### src/rtl/cdt_pkg.sv
package cdt_pkg;
  localparam int unsigned REG_COUNT = 4;

  typedef enum logic [1:0] {
    REG_STATUS  = 2'd0,
    REG_CONTROL = 2'd1,
    REG_PERIOD  = 2'd2,
    REG_SNAP    = 2'd3
  } cdt_reg_e;

  // status bit positions
  localparam int unsigned ST_TIMEOUT = 0;
  localparam int unsigned ST_RUN     = 1;
  // control bit positions
  localparam int unsigned CT_IE    = 0;
  localparam int unsigned CT_CONT  = 1;
  localparam int unsigned CT_START = 2;
  localparam int unsigned CT_STOP  = 3;
endpackage

### src/rtl/cdt_bus_decode.sv
module cdt_bus_decode
  import cdt_pkg::*;
#(
  parameter int unsigned ADDR_W = 6
) (
  input  logic              valid_i,
  input  logic              write_i,
  input  logic [ADDR_W-1:0] addr_i,
  output logic [REG_COUNT-1:0] wr_sel_o,
  output logic [1:0]        rd_idx_o,
  output logic              rd_hit_o
);
  localparam int unsigned IDX_W = ADDR_W - 2;

  logic [IDX_W-1:0] word_idx;
  logic             in_range;

  assign word_idx = addr_i[ADDR_W-1:2];
  assign in_range = ({{(32-IDX_W){1'b0}}, word_idx} < 32'(REG_COUNT));
  assign rd_hit_o = valid_i & in_range;
  assign rd_idx_o = word_idx[1:0];

  for (genvar r = 0; r < REG_COUNT; r++) begin : g_wsel
    assign wr_sel_o[r] = valid_i & write_i & in_range & (word_idx == IDX_W'(r));
  end
endmodule

### src/rtl/cdt_counter.sv
module cdt_counter #(
  parameter int unsigned DATA_W = 32
) (
  input  logic              clk_i,
  input  logic              rst_ni,
  input  logic              load_en_i,
  input  logic [DATA_W-1:0] load_val_i,
  input  logic              start_cmd_i,
  input  logic              stop_cmd_i,
  input  logic              cont_mode_i,
  input  logic [DATA_W-1:0] reload_val_i,
  output logic [DATA_W-1:0] count_o,
  output logic              running_o,
  output logic              tick_o,
  output logic              expire_o
);
  logic [DATA_W-1:0] count_q;
  logic              running_q;

  // true when the current value is the last one before expiry
  function automatic logic cnt_is_last(input logic [DATA_W-1:0] c);
    return (c[DATA_W-1:1] == '0);
  endfunction

  function automatic logic [DATA_W-1:0] cnt_step(input logic [DATA_W-1:0] c);
    return c - DATA_W'(1);
  endfunction

  assign tick_o   = running_q & ~load_en_i;
  assign expire_o = tick_o & cnt_is_last(count_q);

  always_ff @(posedge clk_i or negedge rst_ni) begin
    if (!rst_ni) begin
      count_q <= '0;
    end else if (load_en_i) begin
      count_q <= load_val_i;
    end else if (expire_o) begin
      count_q <= cont_mode_i ? reload_val_i : '0;
    end else if (tick_o) begin
      count_q <= cnt_step(count_q);
    end
  end

  always_ff @(posedge clk_i or negedge rst_ni) begin
    if (!rst_ni) begin
      running_q <= 1'b0;
    end else if (stop_cmd_i) begin
      running_q <= 1'b0;
    end else if (start_cmd_i) begin
      running_q <= 1'b1;
    end else if (expire_o && !cont_mode_i) begin
      running_q <= 1'b0;
    end
  end

  assign count_o   = count_q;
  assign running_o = running_q;
endmodule

### src/rtl/cdt_ctrl_regs.sv
module cdt_ctrl_regs
  import cdt_pkg::*;
#(
  parameter int unsigned DATA_W = 32
) (
  input  logic              clk_i,
  input  logic              rst_ni,
  input  logic              wr_status_i,
  input  logic              wr_control_i,
  input  logic              wr_period_i,
  input  logic [DATA_W-1:0] wdata_i,
  input  logic              expire_i,
  output logic              timeout_o,
  output logic              irq_en_o,
  output logic              cont_o,
  output logic [DATA_W-1:0] period_o
);
  logic              timeout_q, irq_en_q, cont_q;
  logic [DATA_W-1:0] period_q;

  // expiry dominates a clearing write so no event is lost
  always_ff @(posedge clk_i or negedge rst_ni) begin
    if (!rst_ni)           timeout_q <= 1'b0;
    else if (expire_i)     timeout_q <= 1'b1;
    else if (wr_status_i)  timeout_q <= 1'b0;
  end

  always_ff @(posedge clk_i or negedge rst_ni) begin
    if (!rst_ni) begin
      irq_en_q <= 1'b0;
      cont_q   <= 1'b0;
    end else if (wr_control_i) begin
      irq_en_q <= wdata_i[CT_IE];
      cont_q   <= wdata_i[CT_CONT];
    end
  end

  always_ff @(posedge clk_i or negedge rst_ni) begin
    if (!rst_ni)          period_q <= '0;
    else if (wr_period_i) period_q <= wdata_i;
  end

  assign timeout_o = timeout_q;
  assign irq_en_o  = irq_en_q;
  assign cont_o    = cont_q;
  assign period_o  = period_q;
endmodule

### src/rtl/cdt_timer.sv
module cdt_timer
  import cdt_pkg::*;
#(
  parameter int unsigned ADDR_W = 6,
  parameter int unsigned DATA_W = 32
) (
  input  logic              clk_i,
  input  logic              rst_ni,
  input  logic              req_valid_i,
  input  logic              req_write_i,
  input  logic [ADDR_W-1:0] req_addr_i,
  input  logic [DATA_W-1:0] req_wdata_i,
  output logic [DATA_W-1:0] rsp_rdata_o,
  output logic              irq_o
);
  logic [REG_COUNT-1:0] wr_sel;
  logic [1:0]           rd_idx;
  logic                 rd_hit;

  // named internal events, observed by the bound checker
  logic                 wr_status_w, wr_control_w, wr_period_w, wr_snap_w;
  logic                 start_cmd_w, stop_cmd_w;
  logic                 tick_w, expire_w;
  logic                 running_w, timeout_w, irq_en_w, cont_w;
  logic [DATA_W-1:0]    count_w, period_w;

  cdt_bus_decode #(.ADDR_W(ADDR_W)) u_dec (
    .valid_i  (req_valid_i),
    .write_i  (req_write_i),
    .addr_i   (req_addr_i),
    .wr_sel_o (wr_sel),
    .rd_idx_o (rd_idx),
    .rd_hit_o (rd_hit)
  );

  assign wr_status_w  = wr_sel[REG_STATUS];
  assign wr_control_w = wr_sel[REG_CONTROL];
  assign wr_period_w  = wr_sel[REG_PERIOD];
  assign wr_snap_w    = wr_sel[REG_SNAP];
  assign start_cmd_w  = wr_control_w & req_wdata_i[CT_START];
  assign stop_cmd_w   = wr_control_w & req_wdata_i[CT_STOP];

  cdt_counter #(.DATA_W(DATA_W)) u_cnt (
    .clk_i        (clk_i),
    .rst_ni       (rst_ni),
    .load_en_i    (wr_period_w),
    .load_val_i   (req_wdata_i),
    .start_cmd_i  (start_cmd_w),
    .stop_cmd_i   (stop_cmd_w),
    .cont_mode_i  (cont_w),
    .reload_val_i (period_w),
    .count_o      (count_w),
    .running_o    (running_w),
    .tick_o       (tick_w),
    .expire_o     (expire_w)
  );

  cdt_ctrl_regs #(.DATA_W(DATA_W)) u_regs (
    .clk_i        (clk_i),
    .rst_ni       (rst_ni),
    .wr_status_i  (wr_status_w),
    .wr_control_i (wr_control_w),
    .wr_period_i  (wr_period_w),
    .wdata_i      (req_wdata_i),
    .expire_i     (expire_w),
    .timeout_o    (timeout_w),
    .irq_en_o     (irq_en_w),
    .cont_o       (cont_w),
    .period_o     (period_w)
  );

  always_comb begin
    rsp_rdata_o = '0;
    if (rd_hit) begin
      unique case (cdt_reg_e'(rd_idx))
        REG_STATUS: begin
          rsp_rdata_o[ST_TIMEOUT] = timeout_w;
          rsp_rdata_o[ST_RUN]     = running_w;
        end
        REG_CONTROL: begin
          rsp_rdata_o[CT_IE]   = irq_en_w;
          rsp_rdata_o[CT_CONT] = cont_w;
        end
        REG_PERIOD: rsp_rdata_o = period_w;
        REG_SNAP:   rsp_rdata_o = count_w;
        default:    rsp_rdata_o = '0;
      endcase
    end
  end

  assign irq_o = timeout_w & irq_en_w;
endmodule

### config.mk
export PLATFORM = sky130hd
export DESIGN_NAME = cdt_timer
export DESIGN_NICKNAME = d
export VERILOG_FILES = /design/src/rtl/cdt_pkg.sv /design/src/rtl/cdt_bus_decode.sv /design/src/rtl/cdt_counter.sv /design/src/rtl/cdt_ctrl_regs.sv /design/src/rtl/cdt_timer.sv
export SDC_FILE = /design/constraint.sdc
export NUM_CORES = 1
export LEC_CHECK = 0
export ABC_AREA = 1
export BUFFER_PORTS_ARGS = -buffer_cell sky130_fd_sc_hd__buf_2
export CORE_MARGIN = 1
export CORE_UTILIZATION = 52
export CTS_CLUSTER_SIZE = 14
export DETAILED_ROUTE_END_ITERATION = 6
export PLACE_DENSITY = 0.77
export SETUP_SLACK_MARGIN = 0.1
export SLEW_MARGIN = 0
export SYNTH_ARGS = -nofsm -noshare
export SYNTH_HDL_FRONTEND = slang
export SYNTH_SLANG_ARGS = --single-unit
export TNS_END_PERCENT = 5
### constraint.sdc
create_clock -name clk_i -period 1.6 [get_ports clk_i]
set_input_delay 0.16 -clock clk_i [delete_from_list [all_inputs] [get_ports clk_i]]
set_output_delay 0.16 -clock clk_i [all_outputs]
set_load 0.01 [all_outputs]
; After elaboration in Yosys (flattened, before gate mapping)
; Cells that the tools add are included.
[op_classes]
n_reduce_logical = 8
addsub = 1
n_lt_le_gt_ge = 1
bitwise = 12
n_mux = 12
n_eq_ne = 5
[op_table]
columns = operator, n
row1 = $mux W32, 5
row2 = $pmux W30 S2, 1
row3 = $sub A32 B1 Y32 const B, 1
row4 = $logic_not A31 Y1, 1
row5 = $and A1 B1 Y1, 11
row6 = $pmux W2 S4, 1
row7 = $reduce_bool A3 Y1, 2
row8 = $mux W1, 5
row9 = $eq A2 B2 Y1 const B, 2
row10 = $eq A4 B1 Y1 const B, 1
row11 = $eq A4 B2 Y1 const B, 1
row12 = $logic_not A4 Y1, 1
row13 = $lt A4 B3 Y1 const B, 1
row14 = $eq A2 B1 Y1 const B, 1
row15 = $logic_not A2 Y1, 1
row16 = $reduce_bool A2 Y1, 1
row17 = $logic_and A1 B1 Y1, 1
row18 = $logic_not A1 Y1, 1
row19 = $not A1 Y1, 1
[word_totals]
word_cells = 45
in_bits = 42
output_inout_bits = 33
reg_bits = 68

; Logic depth before layout (Yosys ltp)
; Gate-level depths: netlist (run 1).
[logic_depth]
ltp_word = 10
depth_mapped = 13
mapped_depth_nobuf = 13

; By module
; A second synthesis (run 1) with hierarchy kept.
[hier_totals]
hier_cells = 753
hier_area_um2 = 4860.9
[modules_own_cells]
columns = module, seq_area_each_um2, cells_each, n_inst, area_per_inst_um2
row1 = cdt_counter, 825.8, 458, 1, 2788.9
row2 = cdt_ctrl_regs, 875.8, 150, 1, 1408.9
row3 = cdt_timer, 0.0, 128, 1, 583.1
row4 = cdt_bus_decode, 0.0, 17, 1, 80.1

; Least setup slack after synthesis (run 1)
; No wires, ideal clock.
[synth_timing]
kind = reg2reg
from = reg u_cnt.count_q[0] (netlist: u_cnt.count_o[0])
to = reg u_cnt.count_q[24] (netlist: u_cnt.count_o[24])
path_buffers = 0
path_slack_ps = -68
stages_incl_launch_ff = 12
period_less_slack_ps = 1668
required_time_ps = 1483
t_arrival_ps = 1552
setup_ps = 117
path_cell_list = dfrtp_1 -> inv_1 -> ha_1 -> nand2_1 -> nor2_2 -> nand3b_1 -> nor2_1 -> nand3_1 -> nand2_1 -> nor2_1 -> nor2_1 -> nor2_1
[synth_between]
elab_chain_cells = 4
[synth_rtl]
columns = element, line_no
row1 = "start, declared", cdt_counter.sv:17  ; logic [DATA_W-1:0] count_q;
row2 = "start signal, assigned", cdt_counter.sv:36  ; count_q <= load_val_i;
row3 = "start signal, assigned", cdt_counter.sv:38  ; count_q <= cont_mode_i ? reload_val_i : '0;
row4 = "start signal, assigned", cdt_counter.sv:40  ; count_q <= cnt_step(count_q);
row5 = $sub A32 B1 Y32, cdt_counter.sv:26  ; return c - DATA_W'(1);
row6 = $mux W32, cdt_counter.sv:39  ; end else if (tick_o) begin
row7 = $mux W32, cdt_counter.sv:37  ; end else if (expire_o) begin
row8 = $mux W32, cdt_counter.sv:35  ; end else if (load_en_i) begin
; No other way between the ends. The select of a mux whose other input is x is not followed.
; A chain may end at the register's enable or synchronous reset.

; Worst setup path in the final report (run 1)
[layout_timing]
from = reg u_cnt.count_q[30] (netlist: u_cnt.count_o[30])
to = reg u_cnt.count_q[4] (netlist: u_cnt.count_o[4])
[layout_between]
elab_chain_cells = 4
elab_cells_between_ends = 5
classes_between = mux (2) / bitwise (1) / reduce/logical (2)
[layout_rtl]
columns = element, line_no
row1 = $logic_not A31 Y1 (*), cdt_counter.sv:22  ; return (c[DATA_W-1:1] == '0);
row2 = $and A1 B1 Y1 (*), cdt_counter.sv:30  ; assign expire_o = tick_o & cnt_is_last(count_q);
row3 = $mux W32, cdt_counter.sv:37
row4 = $mux W32, cdt_counter.sv:35
; Mark *: on every way between the ends. The rest lies on a longest branch, timed or not.

==> results of run 1 <==
-- power by group through the flow --
stage	combinational (W)	sequential [W]	clock, W
final	0.00354	0.00251	0.00149
after global routing	0.00387	0.00255	0.00156
after detailed placement	0.00312	0.00248	0
after global placement	0.00304	0.00245	0
after floorplan	0.00156	0.00254	0
after CTS	0.00335	0.00248	0.00148
-- worst paths after layout --
check | slack, ns | from | depth (start not counted) | to
worst max register to register | -0.24 | u_cnt.count_o[30] | 12 | u_cnt.count_o[4]
worst min-delay path | 0.003 | req_wdata_i[3] | 2 | u_cnt.running_o
worst min register to register | 0.51 | u_regs.period_o[21] | 2 | u_regs.period_o[21]
worst max-delay path | -0.24 | u_cnt.count_o[30] | 12 | u_cnt.count_o[4]
min in group asynchronous | 0.37 | rst_ni | 3 | u_regs.period_o[10]
max in group asynchronous | 0.93 | rst_ni | 3 | u_regs.cont_o
-- cell families after synthesis --
kind of cell / synth area share [%]
compound gates: 11.7
xor+xnor: 1.50
fa+ha+maj: 0.268
buf+inv: 9.08
flops: 36.4
mux: 0.241
simple gates: 40.8
-- area by class of cell --
type	instances	share of cell area [%]
Clock inverter	4	0.734
Sequential cell	68	26.3
Tap cell	108	2.08
Clock buffer	12	2.39
Inverter	77	4.46
Timing Repair Buffer	194	21.5
Multi-Input combinational cell	564	42.6
-- stage by stage --
stage	cell area [um2]	hold slack, ns
after floorplan	4680	-0.136
after global placement	5970	0.217
after detailed placement	5970	0.218
after CTS	6330	0.00194
after global routing	6480	0.0138
final	6480	0.00299
-- flip-flops by register name, indices dropped and copies added, names as in the netlist --
name and cells:
u_regs.period_o 32, u_regs.timeout_o 1, u_cnt.count_o 32, u_regs.irq_en_o 1, u_cnt.running_o 1, u_regs.cont_o 1
-- Yosys cell counts, drive strengths merged --
cell type	number	share of area, %
nor3	4	0.43
nor2	86	8.3
buf	17	2.0
mux2	1	0.24
a221oi	2	0.38
nand4	4	0.54
xor2	5	0.94
ha	1	0.27
nand2	322	26
xnor2	3	0.56
inv	77	6.2
nand3	31	3.7
nand3b	4	0.64
nor2b	1	0.13
and2	1	0.13
o21ai	45	5.1
a21oi	44	4.9
a22oi	1	0.16
o22ai	1	0.27
clkbuf	11	0.88
nor4	2	0.27
nor3b	2	0.32
dfrtp	68	36
o21bai	3	0.88
-- routing by layer --
| layer | global-route usage [%] | up-vias | share of wire, % |
|---|---|---|---|
| met5 | 0 | - | 0 |
| met4 | 12.1 | 0 | 2.7 |
| met3 | 5.35 | 43 | 7.6 |
| met2 | 54.6 | 279 | 48 |
| met1 | 43.4 | 2601 | 41 |
| li1 | - | 2645 | - |
-- timing repair --
action,CTS,global route
buffers inserted,4,3
gates cloned,0,1
gates resized for setup,42,31
hold buffers,1,0
pin swaps,15,12
endpoints found under the setup margin,35,41
endpoints found under the hold margin,68,0
-- critical path: stages (launching register included) --
cell and delay [ns]:
dfrtp_1 0.39, nor2_1 0.13, nand2_1 0.10, nor2_2 0.16, nand2_4 0.08, nor2_8 0.20, buf_12 0.13, nand3_2 0.14
o21ai_1 0.14, nand2_1 0.08, nand2_1 0.08, nand2_1 0.07, nand2_1 0.07
==> results.py, run 1 <==
metrics = {
    "timing": {
        "final.min_clock_period_ns": 1.84,
        "final_max_slew_viol_count": 0,
        "rsz0062_at_grt": "yes",
        "timing.final.crit_share_pct": 115,
        "fmax_mhz": 545,
        "setup-tns-final_ns": -5.23,
        "hold_violations": 0,
        "tightest_slew_ns": 0.436,
        "setup-violations-final": 34,
        "slew_headroom_pct": 70.7,
        "worst_clock_skew_ns": 0.00712,
        "finalWorstSetupSlack_ns": -0.236,
    },
    "place": {
        "pre_cts_ws_ns": -0.230,
        "gp_congestion": 0.909,
        "place_inst": 1002,
        "port-buffer-count": 72,
        "post-dp-hpwl_mm": 10.8,
    },
    "synthesis": {
        "synth_nets": 779,
        "seq_area_frac_synth_pct": 36.4,
        "avgSynthCellArea_um2": 6.35,
        "syn_area_um2": 4670,
        "yosysUniqueCellTypes": 38,
        "ys_ff_latch": 68,
        "synth_warnings": 0,
        "syn_inst": 736,
    },
    "grt": {
        "grt_start_max_net_pins": 69,
        "first_global_vias": 5346,
        "grt-ovfl-total": 0,
        "track_usage_pct": 32.9,
        "antenna_found_initial": 0,
        "grt_pass1_wl_mm": 24.9,
    },
    "layout": {
        "nFillCells": 655,
        "fin_cells": 1027,
        "seq_area_um2": 1700,
        "diodes": 0,
        "layout-drive-gt1-share_pct": 31.6,
        "multiInputGateArea_um2": 2760,
        "post-route-util_pct": 74.3,
        "area_growth_pct": 38.7,
        "final_common_cell": "nand2_1",
        "nets": 957,
        "final_cell_mix": "nand2_1 (304), buf_4 (107), buf_2 (72)",
    },
    "pwr": {
        "clockPowerShare_pct": 19.7,
        "internal-power_w": 0.00459,
        "combPwrFrac_pct": 47.0,
        "p_seq_share_pct": 33.3,
        "netSwitchingFraction_pct": 39.1,
        "p_sw_w": 0.00294,
        "p_per_area_nw_per_um2": 1160,
        "peakVddDrop_uv": 803,
        "finalPower_w": 0.00753,
        "p_leak_nw": 3.53,
    },
    "die": {
        "num_rows": 34,
        "start_util_pct": 53.6,
        "die_x_um": 96.8,
        "io-pin-count": 75,
        "die_h_um": 96.8,
        "fp.dieArea_um2": 9370,
        "core_area_um2": 8720,
    },
    "detailed_routing": {
        "drt_first_pass_iters": 5,
        "drt-total-wl_mm": 15.6,
        "wire_per_inst_um": 15.2,
        "drc": 0,
        "drt_iter0_drc": 403,
        "ant_nets": 0,
        "vias": 5568,
        "vias_per_cell": 5.42,
    },
    "run": {
        "drv_cap": 0,
    },
    "clock_tree": {
        "h-tree-depth": 3,
        "clock_latency_ns": 0.35,
        "clk_path_buf_depth": 2,
        "cts_sinks": 68,
        "path_clk_slew_ns": 0.08,
        "root_buffer": "clkbuf_8",
        "numCtsBuffers": 9,
        "cts_tree": "built",
    },
    "run_status": {
        "outcome": "finished, violations left",
        "violations": "setup timing",
    },
    "worst_hold_path": {
        "hold_class": "in -> reg",
    },
    "worst_setup_path": {
        "worst_setup_path_start_kind": "register",
        "worstPathArrival_ns": 2.13,
        "crit_type": "reg -> reg",
        "endpoint_kind": "register",
        "path_max_fanout": 5,
        "critPathRequiredTime_ns": 1.90,
    },
}
Note: power is estimated with default switching activity, not from simulation.
==> run 2: changes to the inputs <==
--- a/config.mk
+++ b/config.mk
@@ -16,5 +16,6 @@
 export SLEW_MARGIN = 0
 export SYNTH_ARGS = -nofsm -noshare
 export SYNTH_HDL_FRONTEND = slang
+export SYNTH_HIERARCHICAL = 1
 export SYNTH_SLANG_ARGS = --single-unit
 export TNS_END_PERCENT = 5
==> results.py, run 2 <==
metrics = {
    "grt": {
        "first_global_vias": 5305,
        "antenna_found_initial": 0,
        "grt_pass1_wl_mm": 24.8,
        "track_usage_pct": 32.2,
        "grt-ovfl-total": 0,
        "grt_start_max_net_pins": 69,
    },
    "synthesis": {
        "synth_warnings": 6,
        "avgSynthCellArea_um2": 6.46,
        "syn_area_um2": 4850,
        "synth_nets": 794,
        "syn_inst": 751,
    },
    "detailed_routing": {
        "drt_iter0_drc": 494,
        "vias": 5567,
        "wire_per_inst_um": 14.8,
        "vias_per_cell": 5.43,
        "ant_nets": 0,
        "drt_first_pass_iters": 6,
        "drc": 0,
        "drt-total-wl_mm": 15.2,
    },
    "clock_tree": {
        "cts_sinks": 68,
        "clock_latency_ns": 0.35,
        "cts_tree": "built",
        "numCtsBuffers": 9,
        "path_clk_slew_ns": 0.08,
        "h-tree-depth": 3,
        "clk_path_buf_depth": 2,
        "root_buffer": "clkbuf_8",
    },
    "worst_setup_path": {
        "crit_type": "reg -> reg",
        "worst_setup_path_start_kind": "register",
        "endpoint_kind": "register",
        "path_max_fanout": 18,
        "critPathRequiredTime_ns": 1.89,
        "worstPathArrival_ns": 2.03,
        "rr_worst_depth": 12,
    },
    "pwr": {
        "p_seq_share_pct": 27.3,
        "combPwrFrac_pct": 57.9,
        "peakVddDrop_uv": 811,
        "p_per_area_nw_per_um2": 1540,
        "netSwitchingFraction_pct": 43.7,
        "internal-power_w": 0.00551,
        "p_sw_w": 0.00427,
        "clockPowerShare_pct": 14.8,
        "p_leak_nw": 3.41,
    },
    "layout": {
        "layout-drive-gt1-share_pct": 29.6,
        "final_cell_mix": "nand2_1 (346), buf_4 (101), buf_2 (72)",
        "fin_cells": 1026,
        "area_growth_pct": 30.8,
        "post-route-util_pct": 71.4,
        "final_common_cell": "nand2_1",
        "nets": 956,
        "diodes": 0,
    },
    "place": {
        "pre_cts_ws_ns": -0.146,
        "place_inst": 1006,
        "post-dp-hpwl_mm": 10.6,
        "gp_congestion": 1.00,
        "port-buffer-count": 72,
    },
    "timing": {
        "fmax_mhz": 577,
        "slew_headroom_pct": 73.6,
        "setup-tns-final_ns": -3.10,
        "final_max_slew_viol_count": 0,
        "tightest_slew_ns": 0.395,
        "hold_violations": 0,
        "worst_clock_skew_ns": 0.0101,
        "final.min_clock_period_ns": 1.73,
        "finalWorstSetupSlack_ns": -0.134,
        "rsz0062_at_grt": "yes",
        "timing.final.crit_share_pct": 108,
        "setup-violations-final": 32,
    },
    "die": {
        "fp.dieArea_um2": 9720,
        "die_h_um": 98.6,
        "core_area_um2": 8890,
        "io-pin-count": 75,
        "num_rows": 34,
        "start_util_pct": 54.6,
        "die_x_um": 98.6,
    },
    "run_status": {
        "violations": "setup timing",
        "outcome": "finished, violations left",
    },
    "worst_hold_path": {
        "hold_class": "in -> reg",
        "hold_depth": 3,
    },
    "run": {
        "drv_cap": 0,
    },
}
[run 2: changes by cell type in the layout (fill, tap and decap cells not counted), sizes merged, moves of 7 or more]
cell   delta
a22oi    +27
buf      -10
nand2    +45
o21ai    -29
nand3     +9
inv      -29
a21oi     -7
[run 2: area by class of cell]
type / instances / area [um2]
flip-flops and latches: 68 / 1700
inverters: 48 / 188
well taps: 108 / 135
repair buffers: 184 / 1270
clock buffers: 12 / 145
multi-input cells: 602 / 2860
clock inverters: 4 / 48.8
fillers: 713 / 2540
[run 2: layer usage]
layer	up-vias	routed length (um)	GRT usage (%)
met4	0	427	13.4
met5	-	0	0
met3	47	1150	5.89
met2	276	7270	53.7
met1	2548	6310	41.4
li1	2696	-	-
[run 2: path summary, 6_finish.rpt]
| path | from | to | slack (ns) |
|---|---|---|---|
| worst max-delay path | u_cnt/count_o[9] | u_cnt/count_o[11] | -0.13 |
| worst min-delay path | req_wdata_i[7] | u_regs/period_o[7] | 0.02 |
| worst max register to register | u_cnt/count_o[9] | u_cnt/count_o[11] | -0.13 |
| worst min register to register | u_regs/period_o[25] | u_regs/period_o[25] | 0.50 |
| max in group asynchronous | rst_ni | u_regs/cont_o | 0.90 |
| min in group asynchronous | rst_ni | u_regs/period_o[4] | 0.35 |
[run 2: power groups by stage]
stage / clock network (W) / logic (W) / registers, W
detailed placement: 0 / 0.00511 / 0.00263
global placement: 0 / 0.00498 / 0.00260
floorplan: 0 / 0.00273 / 0.00272
finish: 0.00145 / 0.00567 / 0.00267
global route: 0.00154 / 0.00622 / 0.00273
CTS: 0.00146 / 0.00531 / 0.00262
[run 2: through the flow]
step           total power [W]  instance area (um2)  hold slack (ns)
3_5_place_dp           0.00774                 5960            0.217
6_report               0.00979                 6350           0.0183
5_1_grt                 0.0105                 6350           0.0217
3_3_place_gp           0.00759                 5960            0.218
4_1_cts                0.00939                 6230           0.0191
2_1_floorplan          0.00545                 4880           -0.136
[run 2: critical path, cell delays in order (launching register included)]
cell,delay (ns)
dfrtp_2,0.45
nor2_4,0.13
nand2_2,0.11
nor2_4,0.12
nand2_2,0.10
inv_2,0.09
nand3_4,0.11
nor2_4,0.15
buf_12,0.17
nand2_1,0.06
nand2_1,0.07
nand2_1,0.05
nand2_1,0.06
[run 2: repair_timing]
action                                 in CTS  in global routing
hold buffers                                1                  0
resized for setup                          24                 33
setup buffers                               1                  2
gates cloned                                0                  0
pin swaps                                   2                  9
setup endpoints to repair                  37                 42
endpoints found under the hold margin      68                  0
